$ cat config.mk
export PLATFORM = sky130hd
export DESIGN_NAME = scl_stretch_guard
export DESIGN_NICKNAME = d
export VERILOG_FILES = /design/src/rtl/stretch_guard_pkg.sv /design/src/rtl/sg_deadline.sv /design/src/rtl/sg_interval.sv /design/src/rtl/scl_stretch_guard.sv
export SDC_FILE = /design/constraint.sdc
export NUM_CORES = 1
export LEC_CHECK = 0
export ABC_AREA = 1
export BUFFER_PORTS_ARGS = -buffer_cell sky130_fd_sc_hd__buf_4
export CAP_MARGIN = 20
export CELL_PAD_IN_SITES_DETAIL_PLACEMENT = 1
export CELL_PAD_IN_SITES_GLOBAL_PLACEMENT = 1
export CORE_AREA = 8 8 102 104
export CTS_CLUSTER_DIAMETER = 150
export CTS_CLUSTER_SIZE = 20
export DETAILED_ROUTE_END_ITERATION = 16
export DIE_AREA = 0 0 110 112
export PLACE_DENSITY = 0.68
export SLEW_MARGIN = 0
export SYNTH_ARGS = -nofsm -noshare
export SYNTH_HDL_FRONTEND = slang
export SYNTH_SLANG_ARGS = --single-unit
$ cat constraint.sdc
create_clock -name clk -period 4.1 [get_ports clk]
set_input_delay 0.615 -clock clk [delete_from_list [all_inputs] [get_ports clk]]
set_output_delay 0.615 -clock clk [all_outputs]
set_load 0.03 [all_outputs]
$ cat src/rtl/stretch_guard_pkg.sv
package stretch_guard_pkg;

    typedef enum logic [1:0] {
        ST_IDLE = 2'd0,
        ST_SPIN = 2'd1,
        ST_POLL = 2'd2
    } guard_state_e;

    typedef struct packed {
        guard_state_e state;
        logic         done;
        logic         ok;
        logic         timeout;
        logic         stretch;
    } guard_regs_t;

endpackage

$ cat src/rtl/sg_deadline.sv
module sg_deadline #(
    parameter int LIMIT_W          = 16,
    parameter int DEFAULT_LIMIT_US = 25000
) (
    input  logic               clk,
    input  logic               rst_n,
    input  logic               load_i,
    input  logic               run_i,
    input  logic               tick_i,
    input  logic [LIMIT_W-1:0] limit_i,
    output logic               hit_o
);
    localparam logic [LIMIT_W-1:0] DEF_LIMIT = LIMIT_W'(DEFAULT_LIMIT_US);

    typedef struct packed {
        logic [LIMIT_W-1:0] elapsed;
        logic [LIMIT_W-1:0] limit;
    } dl_regs_t;

    dl_regs_t r_d, r_q;
    logic [LIMIT_W:0] next_count;

    always_comb begin
        next_count = {1'b0, r_q.elapsed} + {{LIMIT_W{1'b0}}, 1'b1};
        hit_o      = run_i && tick_i && (next_count >= {1'b0, r_q.limit});
    end

    always_comb begin
        r_d = r_q;
        if (load_i) begin
            r_d.elapsed = '0;
            r_d.limit   = (limit_i == '0) ? DEF_LIMIT : limit_i;
        end else if (run_i && tick_i) begin
            r_d.elapsed = next_count[LIMIT_W-1:0];
        end
    end

    always_ff @(posedge clk or negedge rst_n) begin
        if (!rst_n) r_q <= '0;
        else        r_q <= r_d;
    end

    // while a wait runs the elapsed count never reaches the deadline
    p_no_overrun_r6: assert property (@(posedge clk) disable iff (!rst_n)
        run_i |-> (r_q.elapsed < r_q.limit));

endmodule

$ cat src/rtl/sg_interval.sv
module sg_interval #(
    parameter int SPIN_US = 1000,
    parameter int POLL_US = 1000
) (
    input  logic clk,
    input  logic rst_n,
    input  logic load_i,
    input  logic run_i,
    input  logic poll_i,
    input  logic tick_i,
    output logic end_o
);
    localparam int MAX_IV = (SPIN_US > POLL_US) ? SPIN_US : POLL_US;
    localparam int CW     = $clog2(MAX_IV + 1);
    localparam logic [CW:0] SPIN_T = (CW+1)'(SPIN_US);
    localparam logic [CW:0] POLL_T = (CW+1)'(POLL_US);

    logic [CW-1:0] cnt_d, cnt_q;
    logic [CW:0]   target;
    logic [CW:0]   cnt_inc;

    always_comb begin
        target  = poll_i ? POLL_T : SPIN_T;
        cnt_inc = {1'b0, cnt_q} + {{CW{1'b0}}, 1'b1};
        end_o   = run_i && tick_i && (cnt_inc == target);
    end

    always_comb begin
        cnt_d = cnt_q;
        if (load_i)                 cnt_d = '0;
        else if (end_o)             cnt_d = '0;
        else if (run_i && tick_i)   cnt_d = cnt_inc[CW-1:0];
    end

    always_ff @(posedge clk or negedge rst_n) begin
        if (!rst_n) cnt_q <= '0;
        else        cnt_q <= cnt_d;
    end

    // the interval counter stays below the interval it is timing
    p_cnt_range_r4: assert property (@(posedge clk) disable iff (!rst_n)
        run_i |-> ({1'b0, cnt_q} < target));

endmodule

$ cat src/rtl/scl_stretch_guard.sv
module scl_stretch_guard
    import stretch_guard_pkg::*;
#(
    parameter int SPIN_US          = 1000,
    parameter int POLL_US          = 1000,
    parameter int LIMIT_W          = 16,
    parameter int DEFAULT_LIMIT_US = 25000
) (
    input  logic               clk,
    input  logic               rst_n,
    input  logic               start_i,
    input  logic               scl_i,
    input  logic               us_tick_i,
    input  logic [LIMIT_W-1:0] limit_i,
    output logic               done_o,
    output logic               ok_o,
    output logic               timeout_o,
    output logic               stretch_o
);
    guard_regs_t r_d, r_q;
    logic accept, running, polling, dl_hit, iv_end;

    always_comb begin
        accept  = (r_q.state == ST_IDLE) && start_i;
        running = (r_q.state != ST_IDLE);
        polling = (r_q.state == ST_POLL);
    end

    sg_deadline #(
        .LIMIT_W          (LIMIT_W),
        .DEFAULT_LIMIT_US (DEFAULT_LIMIT_US)
    ) u_deadline (
        .clk     (clk),
        .rst_n   (rst_n),
        .load_i  (accept),
        .run_i   (running),
        .tick_i  (us_tick_i),
        .limit_i (limit_i),
        .hit_o   (dl_hit)
    );

    sg_interval #(
        .SPIN_US (SPIN_US),
        .POLL_US (POLL_US)
    ) u_interval (
        .clk    (clk),
        .rst_n  (rst_n),
        .load_i (accept),
        .run_i  (running),
        .poll_i (polling),
        .tick_i (us_tick_i),
        .end_o  (iv_end)
    );

    always_comb begin
        r_d         = r_q;
        r_d.done    = 1'b0;
        r_d.ok      = 1'b0;
        r_d.timeout = 1'b0;
        r_d.stretch = 1'b0;
        case (r_q.state)
            ST_IDLE: begin
                if (accept) r_d.state = ST_SPIN;
            end
            ST_SPIN: begin
                if (scl_i) begin
                    r_d.state = ST_IDLE;
                    r_d.done  = 1'b1;
                    r_d.ok    = 1'b1;
                end else if (dl_hit) begin
                    r_d.state   = ST_IDLE;
                    r_d.done    = 1'b1;
                    r_d.timeout = 1'b1;
                end else if (iv_end) begin
                    r_d.state = ST_POLL;
                end
            end
            ST_POLL: begin
                if (iv_end && scl_i) begin
                    r_d.state = ST_IDLE;
                    r_d.done  = 1'b1;
                    r_d.ok    = 1'b1;
                end else begin
                    if (iv_end) r_d.stretch = 1'b1;
                    if (dl_hit) begin
                        r_d.state   = ST_IDLE;
                        r_d.done    = 1'b1;
                        r_d.timeout = 1'b1;
                    end
                end
            end
            default: r_d.state = ST_IDLE;
        endcase
    end

    always_ff @(posedge clk or negedge rst_n) begin
        if (!rst_n) begin
            r_q       <= '0;
            r_q.state <= ST_IDLE;
        end else begin
            r_q <= r_d;
        end
    end

    assign done_o    = r_q.done;
    assign ok_o      = r_q.ok;
    assign timeout_o = r_q.timeout;
    assign stretch_o = r_q.stretch;

    // done is a single-cycle pulse
    p_done_pulse_r10: assert property (@(posedge clk) disable iff (!rst_n)
        done_o |=> !done_o);
    // status flags only accompany done, never both
    p_ok_with_done_r10: assert property (@(posedge clk) disable iff (!rst_n)
        ok_o |-> (done_o && !timeout_o));
    p_to_with_done_r10: assert property (@(posedge clk) disable iff (!rst_n)
        timeout_o |-> (done_o && !ok_o));
    p_done_has_status_r10: assert property (@(posedge clk) disable iff (!rst_n)
        done_o |-> (ok_o || timeout_o));
    // success is only reported after the line was sampled high
    p_ok_saw_high_r2: assert property (@(posedge clk) disable iff (!rst_n)
        ok_o |-> $past(scl_i));
    // a stretch pulse follows a low sample on a tick
    p_stretch_low_r5: assert property (@(posedge clk) disable iff (!rst_n)
        stretch_o |-> (!$past(scl_i) && $past(us_tick_i)));
    // a timeout only follows a timebase tick
    p_to_on_tick_r6: assert property (@(posedge clk) disable iff (!rst_n)
        timeout_o |-> $past(us_tick_i));

endmodule

After elaboration in Yosys (flattened, before gate mapping)
Index checks and enable logic that the tools add are counted.
{ "word_totals": {"ff_bits": 48, "input_bits": 21} }
{ "classes": {"add_sub_neg": 2, "magnitude_cmp": 1, "eq_ne": 6, "mux": 21, "reduce_logical": 11} }
{ "ops": {"columns": ["op", "count"], "rows": [
  ["$mux 16", 3],
  ["$mux 10", 3],
  ["$add 16x1->17 const B", 1],
  ["$ge 17x16->1", 1],
  ["$logic_not 16->1", 1],
  ["$add 10x1->11 const B", 1],
  ["$eq 11x10->1 const B", 1],
  ["$mux 3", 3],
  ["$mux 2", 4],
  ["$mux 1", 6],
  ["$pmux 2 s3", 1],
  ["$pmux 3 s2", 1],
  ["$logic_and 1x1->1", 5],
  ["$ne 4x4->1 const B", 1],
  ["$reduce_bool 2->1", 2],
  ["$ne 3x1->1 const B", 1],
  ["$reduce_and 3->1", 1],
  ["$reduce_bool 3->1", 1],
  ["$eq 2x1->1 const B", 1],
  ["$eq 2x2->1 const B", 1],
  ["$logic_not 2->1", 1],
  ["$ne 2x2->1 const B", 1]
]} }

Depth between registers and ports, before layout
{ "depth": {"ltp_word": 7, "ltp_mapped": 24, "depth_no_buf": 24} }

By module
From an unflattened synthesis, not the netlist that was laid out.
{ "hier_totals": {"cells_unflattened": 427, "hier_area_um2": 3274.4} }
{ "modules_own_cells": {"columns": ["module", "instances", "cells_each", "area_per_inst_um2"], "rows": [
  ["sg_deadline", 1, 265, 2089.5],
  ["sg_interval", 1, 114, 797.0],
  ["scl_stretch_guard", 1, 48, 387.9]
]} }

Worst setup path after synthesis
OpenSTA, ideal clock, no wires.
{ "synth_timing": {"path_type": "register to register", "startpoint": "reg u_deadline.r_q[16] in the netlist's numbering", "endpoint": "reg r_q[5] in the netlist's numbering", "setup_time_ps": 117, "t_arrival_ps": 2527, "slack_ps": 1456, "path_stages_with_launch": 22, "path_buffers": 0, "synth_period_minus_slack_ps": 2644, "path_cell_list": "dfrtp_1 -> ha_1 -> nand2_1 -> nor2_2 -> nand4_1 -> nor2_1 -> nand3_1 -> xor2_1 -> inv_1 -> ha_1 -> nand2_1 -> inv_1 -> nand2_1 -> nor2_1 -> nand2_1 -> nand3_1 -> nor2_1 -> nand2_1 -> nand2_1 -> nand3_2 -> nand4_1 -> nand2_1"} }
{ "synth_via": {"elab_chain_cells": 6} }
{ "synth_lines": {"columns": ["item", "line_no", "text"], "rows": [
  ["from (decl)", "sg_deadline.sv:20", "dl_regs_t r_d, r_q;"],
  ["from (signal assigned)", "sg_deadline.sv:40", "else r_q <= r_d;"],
  ["$add 16x1->17 (*)", "sg_deadline.sv:24", "next_count = {1'b0, r_q.elapsed} + {{LIMIT_W{1'b0}}, 1'b1};"],
  ["$ge 17x16->1 (*)", "sg_deadline.sv:25", "hit_o = run_i && tick_i && (next_count >= {1'b0, r_q.limit});"],
  ["$logic_and 1x1->1 (*)", "sg_deadline.sv:25", null],
  ["$mux 2", "scl_stretch_guard.sv:70", "end else if (dl_hit) begin"],
  ["$mux 3", "scl_stretch_guard.sv:66", "if (scl_i) begin"],
  ["$pmux 2 s3", "scl_stretch_guard.sv:61", "case (r_q.state)"],
  ["to (signal assigned)", "scl_stretch_guard.sv:101", "r_q <= r_d;"],
  ["to (decl)", "scl_stretch_guard.sv:20", "guard_regs_t r_d, r_q;"]
]} }
Every way passes the cells marked *; elsewhere a longest branch is shown, timed or not.
A chain may end at the register's enable or synchronous reset.

Worst setup path after layout
Ends and elaborated chain as after synthesis.

==> flow_summary.yaml <==
outcome:
  status: "complete, no violations"
setup_path:
  worst_setup_path_end_kind: "register"
  crit_required_ps: 4290
  critPathArrivalTime_ps: 3290
  timing.critical_path.slowest_cell_delay_ps: 420
  kind_of_cell_with_the_highest_combined_delay_on_the_critical_path: "simple AND/OR/NAND/NOR gates"
  crit_path_start: "u_deadline.r_q[16]"
  critical_path_buf_inv_count: 1
  timing.critical_path.from_type: "register"
  crit_chain: "ha_1 > nand2_1 > nor2_2 > nand4_1 > nor2_1 > nand3_1 > xor2_1 > inv_1 > ha_1 > nand2_1 > nand2_1 > a21oi_1 > nand3_1 > nor2_1 > nand2_1 > nand2_1 > nand3_2 > nand4_1 > nand2_1"
  worst_setup_slack_for_register_to_register_paths_ps: 1000
  crit_path_frequent_cell: "sky130_fd_sc_hd__nand2_1"
  critPathMaxFanout: 5
  crit_type: "reg2reg"
  critical-path-slowest-cell: "sky130_fd_sc_hd__dfrtp_1"
  rr_startpoint: "u_deadline.r_q[16]"
route:
  dr_total_vias: 2660
  met2RoutedLength_um: 3980
  routedLengthMet1_um: 3740
  drc_errors: 0
  detailedRoute.firstIterationViolations: 102
  routed-wl-met3_um: 163
  finalWirelength_um: 7960
  routed_via_density: 4.91
  antenna_violating_nets_post_route: 0
  routed_wire_length_per_instance_um: 14.7
  detailed_router_iteration_count_before_antenna_repair: 4
  top_layer_used: "met4"
cts:
  cts_hold_buf: 0
  worst_skew_pair.late_latency_ps: 300
  ctsResizeCount: 0
  clock_path_buffers: 2
  cts_num_sinks: 48
  cts_tree: "built"
  clock_root_buffer: "sky130_fd_sc_hd__clkbuf_8"
  clkSlewWorstSetupHoldPaths_ps: 100
  htree_levels: 2
  cts_inserted_buffers: 5
  cts_setup_buffers: 0
run:
  cap_viol_max_count: 0
pwr:
  comb_power_share_pct: 40.5
  switching_share_pct: 41.6
  cell_internal_pwr_uw: 938
  power_density_mw_per_mm2: 459
  clkPwrFrac_pct: 19.1
  power.net_switching_uw: 667
  seq_power_share_pct: 40.5
  vdd_ir_drop_max_v: 0.000212
  cellLeakagePower_uw: 0.00179
timing:
  final.setup_skew_ps: 9.31
  maxSlewHeadroom_pct: 54.2
  timing_hold_violations_final: 0
  final_min_period_over_clock_period_pct: 75.6
  drv_slew: 0
  timing_worst_slew_pin_value_ps: 686
  rsz_0062_raised_after_global_routing: "false"
  timing.final.setup_violations: 0
  maxClockFrequency_ghz: 0.323
  fin_crit_ps: 3100
  finalSetupTns_ps: 0
synthesis:
  synth-async-reset-ratio_pct: 100
  ys_ff_latch: 48
  synth_area_per_cell_um2: 7.66
  synth_top_flop_cell: "sky130_fd_sc_hd__dfrtp_1"
  synth-edff-count: 0
  synth_area_mm2: 0.00310
  synth_warnings: 0
  syn_nets: 449
  sequential_element_share_of_the_synthesized_area_pct: 38.7
  netlist_instances: 405
  netlist-cell-type-count: 33
hold_path:
  worstHoldPathType: "in2async"
placed_design:
  place.gp.congestion: 0.830
  io_buffers: 24
  place.detailed.hpwl_um: 6120
grt:
  grt_use_total_pct: 14.0
  grt_pass1_vias: 2834
  initial_antenna_violation_count: 0
  grt_max_degree: 49
  grt_first_pass_wirelength_um: 13900
  globalRoute.totalOverflow: 0
die:
  design.die.area_mm2: 0.0123
  initial_utilization_pct: 34.9
  die-height_um: 112
  row_count: 35
  boundaryPins: 25
  fp.dieW_um: 110
  core_region_area_mm2: 0.00889
finish:
  final.fill_count: 1106
  layout_commonest_cell: "sky130_fd_sc_hd__nand2_1"
  nNetsFinal: 474
  multi_input_logic_area_mm2: 0.00158
  final_design_utilization_pct: 39.3
  num_antenna_cells: 0
  syn_to_final_growth_pct: 12.7
  regArea_mm2: 0.00120
  layout.cells.most_common_list: "98 x sky130_fd_sc_hd__nand2_1, 75 x sky130_fd_sc_hd__inv_1, 48 x sky130_fd_sc_hd__dfrtp_1, 28 x sky130_fd_sc_hd__nor2_1, 26 x sky130_fd_sc_hd__buf_4"
  drive_above_1_share_pct: 13.0
-- layer usage --
metal / up-vias / GRT usage (%)
met4: 0 / 2.97
met5: - / 0
met1: 1284 / 17.8
met2: 26 / 24.0
li1: 1344 / -
met3: 6 / 2.02
-- cells in the mapped netlist, drive strengths merged (2+ instances only) --
| master | count | area share [%] |
|---|---|---|
| nand2 | 104 | 13 |
| inv | 76 | 9.2 |
| dfrtp | 48 | 39 |
| nor2 | 34 | 5.2 |
| nand3 | 27 | 6.0 |
| o21ai | 25 | 4.2 |
| ha | 23 | 9.3 |
| o22ai | 11 | 2.2 |
| xor2 | 10 | 2.8 |
| nand4 | 9 | 1.8 |
| a21oi | 6 | 0.97 |
| a22oi | 6 | 1.5 |
| nor4 | 6 | 1.2 |
| clkbuf | 5 | 0.61 |
| nor3 | 4 | 0.65 |
| buf | 3 | 0.44 |
| a22o | 2 | 0.56 |
-- worst paths after layout --
path,endpoint,cells after the start
setup / recovery,r_q[5],19
hold / removal,u_deadline.r_q[12],1
setup reg to reg,r_q[5],19
hold reg to reg,u_deadline.r_q[0],2
max in group asynchronous,u_deadline.r_q[22],1
min in group clk,stretch_o,2
-- sequential cells by signal, indices dropped and copies added (netlist names) --
name	count
u_deadline.r_q	32
r_q	2
timeout_o	1
stretch_o	1
done_o	1
ok_o	1
u_interval.cnt_q	10
-- worst reg2reg max path, delay by kind of cell, from the launching register on --
kind | cells | cell delay, ps
fa+ha+maj | 2 | 490
flops | 1 | 420
simple gates | 14 | 1630
xor+xnor | 1 | 190
buf+inv | 1 | 70
compound gates | 1 | 190
-- per-stage QoR --
stage	power [uW]	setup slack, ps	cells	instance area [um^2]	hold WS (ps)
after global routing	1770	594	542	3500	379
final	1600	1000	542	3500	311
after global placement	1290	1130	534	3400	512
after CTS	1630	960	542	3500	347
after detailed placement	1320	1030	534	3400	511
after floorplan	1110	1460	405	3100	319
-- kinds of logic (layout without fill, tap and decap cells) --
kind of cell / after synthesis / after routing / share of synthesized area [%]
and+or+nand+nor: 187 / 187 / 28.8
xor gates and xnor gates: 11 / 11 / 3.11
adders and majority gates: 23 / 23 / 9.28
AOI/OAI and AO/OA: 52 / 52 / 9.84
buffers and inverters: 84 / 110 / 10.2
DFF: 48 / 48 / 38.7
-- cell type report --
class                   count  share of cell area [%]
flip-flops and latches     48                    34.4
clock inverters             2                   0.286
clock buffers               6                    2.36
well taps                 111                    3.97
multi-input cells         273                    45.3
repair buffers             26                    5.58
inverters                  76                    8.16
-- power by group through the flow --
stage / registers, uW / logic [uW] / clock network (uW)
after floorplan: 653 / 455 / 0
after global placement: 654 / 639 / 0
after detailed placement: 660 / 662 / 0
after CTS: 651 / 666 / 317
after global routing: 666 / 768 / 333
final: 649 / 649 / 306
Note: power is estimated with default switching activity, not from simulation.
